## src/rtl/bus_timeout_watchdog.sv

```systemverilog
module bus_timeout_watchdog #(
  parameter int LIMIT_W = 6
) (
  input  logic               clk,
  input  logic               rst_n,
  input  logic               as_n,
  input  logic               dtack_line_n,
  input  logic               berr_mode,
  input  logic [LIMIT_W-1:0] limit,
  output logic               dtack_pull,
  output logic               berr_pull,
  output logic               timeout
);

  logic [LIMIT_W-1:0] cnt;
  logic [LIMIT_W-1:0] cnt_nxt;
  logic [LIMIT_W-1:0] eff_limit;
  logic               acked;
  logic               fired;
  logic               fire_err;

  assign cnt_nxt   = cnt + 1'b1;
  assign eff_limit = (limit == '0) ? LIMIT_W'(1) : limit;

  always_ff @(posedge clk) begin
    if (!rst_n || as_n) begin
      cnt      <= '0;
      acked    <= 1'b0;
      fired    <= 1'b0;
      fire_err <= 1'b0;
      timeout  <= 1'b0;
    end else begin
      timeout <= 1'b0;
      if (!fired) begin
        if (!dtack_line_n) begin
          acked <= 1'b1;
        end else if (!acked) begin
          cnt <= cnt_nxt;
          if (cnt_nxt == eff_limit) begin
            fired    <= 1'b1;
            fire_err <= berr_mode;
            timeout  <= 1'b1;
          end
        end
      end
    end
  end

  assign dtack_pull = fired & ~fire_err;
  assign berr_pull  = fired &  fire_err;

endmodule

```

## config.mk

```make
export PLATFORM = sky130hd
export DESIGN_NAME = bus_timeout_watchdog
export DESIGN_NICKNAME = d
export VERILOG_FILES = /design/src/rtl/bus_timeout_watchdog.sv
export SDC_FILE = /design/constraint.sdc
export NUM_CORES = 1
export LEC_CHECK = 0
export BUFFER_PORTS_ARGS = -buffer_cell sky130_fd_sc_hd__clkbuf_2
export CAP_MARGIN = 20
export CORE_UTILIZATION = 38
export DETAILED_ROUTE_END_ITERATION = 10
export PLACE_DENSITY = 0.64
export SYNTH_ARGS = -nofsm -noshare
export SYNTH_HDL_FRONTEND = slang
export SYNTH_SLANG_ARGS = --single-unit
```

## constraint.sdc

```tcl
create_clock -name clk -period 3.3 [get_ports clk]
set_input_delay 0.66 -clock clk [delete_from_list [all_inputs] [get_ports clk]]
set_output_delay 0.66 -clock clk [all_outputs]
set_load 0.02 [all_outputs]
```

==> results.py <==
metrics = {
    "timing": {
        "fmaxAchievable_mhz": 501,
        "finalCritPeriodShare_pct": 60.4,
        "period_needed_ns": 1.99,
        "setup_viol": 0,
        "hold_viol": 0,
        "maxSlewViolCount": 0,
        "grt_setup_unrepaired": "false",
        "maxSlewHeadroom_pct": 76.5,
        "setup_tns_ns": 0,
        "clock-skew-final_ns": 0.00528,
        "tightest_slew_ns": 0.352,
    },
    "global_routing": {
        "antenna_found_initial": 0,
        "first_global_vias": 509,
        "grt_max_degree": 10,
        "grt_pass1_wl_um": 2170,
        "grt_overflow": 0,
        "gr-usage-all-layers_pct": 15.8,
    },
    "cells_and_area": {
        "fin_area_um2": 702,
        "syn_to_final_growth_pct": 17.1,
        "utilization_pct": 50.8,
        "final_cell_mix": "clkbuf_2, nor2_1, dfxtp_1, xor2_1, nand2_1",
        "layout_commonest_cell": "clkbuf_2",
        "fin_nets": 101,
        "n_antenna_cell": 0,
        "layout-drive-gt1-share_pct": 20.7,
    },
    "worst_setup_path": {
        "critPathCaptureType": "register",
        "crit_chain": "ha_1 > or3b_1 > a211oi_1 > or3_1 > o2111ai_1 > mux2i_1",
        "cp-startpoint": "cnt[0]",
        "critPathMaxStageDelay_ns": 0.48,
        "critPathKind": "reg2reg",
        "worst_path_max_delay_cell": "dfxtp_1",
        "cp_max_fo": 7,
        "reg2reg_from": "cnt[0]",
        "critPathCapture": "fire_err",
        "reg2reg_depth": 6,
        "r2r_end": "fire_err",
        "start_kind": "register",
        "crit_arrival_ns": 2.14,
        "r2r_slack_ns": 1.31,
        "critPathRequiredTime_ns": 3.44,
    },
    "synth": {
        "seq_area_frac_synth_pct": 33.4,
        "syn_inst": 72,
        "synth_edf_count": 0,
        "syn_area_um2": 599,
        "ys_ff_latch": 10,
        "syn_nets": 84,
        "synth-main-ff-cell": "dfxtp_1",
        "yosysWarnings": 0,
        "yosysUniqueCellTypes": 30,
        "postSynth.asyncResetShare_pct": 0,
        "syn_area_per_cell_um2": 8.32,
    },
    "floorplan": {
        "die_y_um": 41.7,
        "core_um2": 1380,
        "rows": 13,
        "ioPinCount": 14,
        "die-area_um2": 1740,
        "initial_utilization_pct": 43.3,
        "die_x_um": 41.7,
    },
    "place": {
        "dp_hpwl_um": 923,
        "placed_area_um2": 679,
        "port_buffers": 13,
        "gp_congestion": 0.806,
    },
    "clock_network": {
        "clock-sinks": 10,
        "tritoncts": "yes",
        "clk_pin_slew_worst_paths_ns": 0.06,
        "post-cts-setup-buffer-count": 0,
        "cts-root-buf": "clkbuf_4",
        "htreeDepth": 1,
        "cts_resized": 0,
        "insertion_delay_ns": 0.26,
        "cts_made_buffers": 3,
        "cts_hold_buf": 0,
        "clockBufferDepth": 2,
    },
    "pwr": {
        "vdd_ir_drop_max_v": 0.000153,
        "combPwrFrac_pct": 12.3,
        "sw_frac_of_total_pct": 24.0,
        "p_leak_uw": 0.000305,
        "internal_power_uw": 177,
        "p_sw_uw": 55.9,
        "seqPwrFrac_pct": 53.2,
        "clkPwrFrac_pct": 34.5,
        "powerDensity_nw_per_um2": 333,
    },
    "drt": {
        "viasPerCell": 5.09,
        "initialDrtViolationCount": 4,
        "postRouteWirelength_um": 1190,
        "drc": 0,
        "routed-via-count": 519,
        "ant_nets": 0,
        "wl_per_cell_um": 11.6,
        "dr.pass1.iters": 3,
    },
    "min_path": {
        "hp-class": "reg2reg",
    },
    "job": {
        "cap_violations": 0,
    },
    "outcome": {
        "status": "finished clean",
    },
}
metal layers:
| layer | share of wire (%) | GRT usage, % | vias up |
|---|---|---|---|
| li1 | - | - | 286 |
| met1 | 55 | 24.1 | 218 |
| met2 | 41 | 20.6 | 13 |
| met3 | 3.3 | 1.74 | 2 |
| met4 | 0.51 | 9.68 | 0 |
| met5 | 0 | 0 | - |
final cells by class:
class | instances | area (um^2)
fillers | 134 | 681
multi-input cells | 59 | 388
flip-flops and latches | 10 | 200
repair buffers | 13 | 65.1
clock buffers | 3 | 22.5
well taps | 15 | 18.8
inverters | 2 | 7.51
synthesized netlist by cell type (2+ instances only):
| cell | count | area share (%) |
|---|---|---|
| nand2_1 | 5 | 3.1 |
| nand3_1 | 2 | 1.7 |
| or3_1 | 2 | 2.1 |
| nor3_1 | 3 | 2.5 |
| inv_1 | 2 | 1.3 |
| a21oi_1 | 2 | 1.7 |
| nor2_1 | 12 | 7.5 |
| nand2b_1 | 2 | 2.1 |
| nor4_1 | 2 | 2.1 |
| dfxtp_1 | 10 | 33 |
| xor2_1 | 7 | 10 |
| xnor2_1 | 4 | 5.8 |
| o21ai_0 | 2 | 1.7 |
cell families (layout without fill, tap and decap cells):
family                   count (synthesis)  count (layout)  synth area share, %
AO/OA/AOI/OAI                           10              10                 12.3
XOR/XNOR                                11              11                 16.1
adder cells (fa/ha/maj)                  1               1                 2.09
buffers and inverters                    3              18                 1.88
flip-flops                              10              10                 33.4
multiplexers                             1               1                 1.67
AND/OR/NAND/NOR                         36              36                 32.6
worst min path at each step:
| stage | start | endpoint | depth (start not counted) |
|---|---|---|---|
| floorplan | acked | acked | 2 |
| global placement | acked | acked | 2 |
| detailed placement | acked | acked | 2 |
| CTS | acked | acked | 2 |
| global route | fire_err | fire_err | 2 |
| finish | acked | acked | 2 |
through the flow:
stage / power [uW] / instances / setup slack, ns / hold WS, ns
global route: 250 / 102 / 1.16 / 0.509
finish: 233 / 102 / 1.31 / 0.474
detailed placement: 156 / 99 / 1.22 / 0.465
CTS: 240 / 102 / 1.28 / 0.481
global placement: 155 / 99 / 1.29 / 0.441
floorplan: 144 / 72 / 1.45 / 0.431
state kept, by name, indices dropped and copies added, names as in the netlist:
name      count
cnt           6
acked         1
fire_err      1
fired         1
timeout       1
worst max-delay path, delay by kind of cell (launching register included):
family                   cells  cell delay (ns)
multiplexers                 1             0.15
flip-flops                   1             0.48
AND/OR/NAND/NOR              2             0.53
adder cells (fa/ha/maj)      1             0.31
AO/OA/AOI/OAI                2             0.40
power by group through the flow:
stage / registers, uW / logic, uW / clock network (uW)
floorplan: 126 / 18.0 / 0
global placement: 127 / 28.5 / 0
detailed placement: 127 / 28.7 / 0
CTS: 124 / 28.9 / 86.4
global route: 125 / 32.8 / 92.7
finish: 124 / 28.7 / 80.5
No activity file was read; power rests on OpenSTA's default activity.
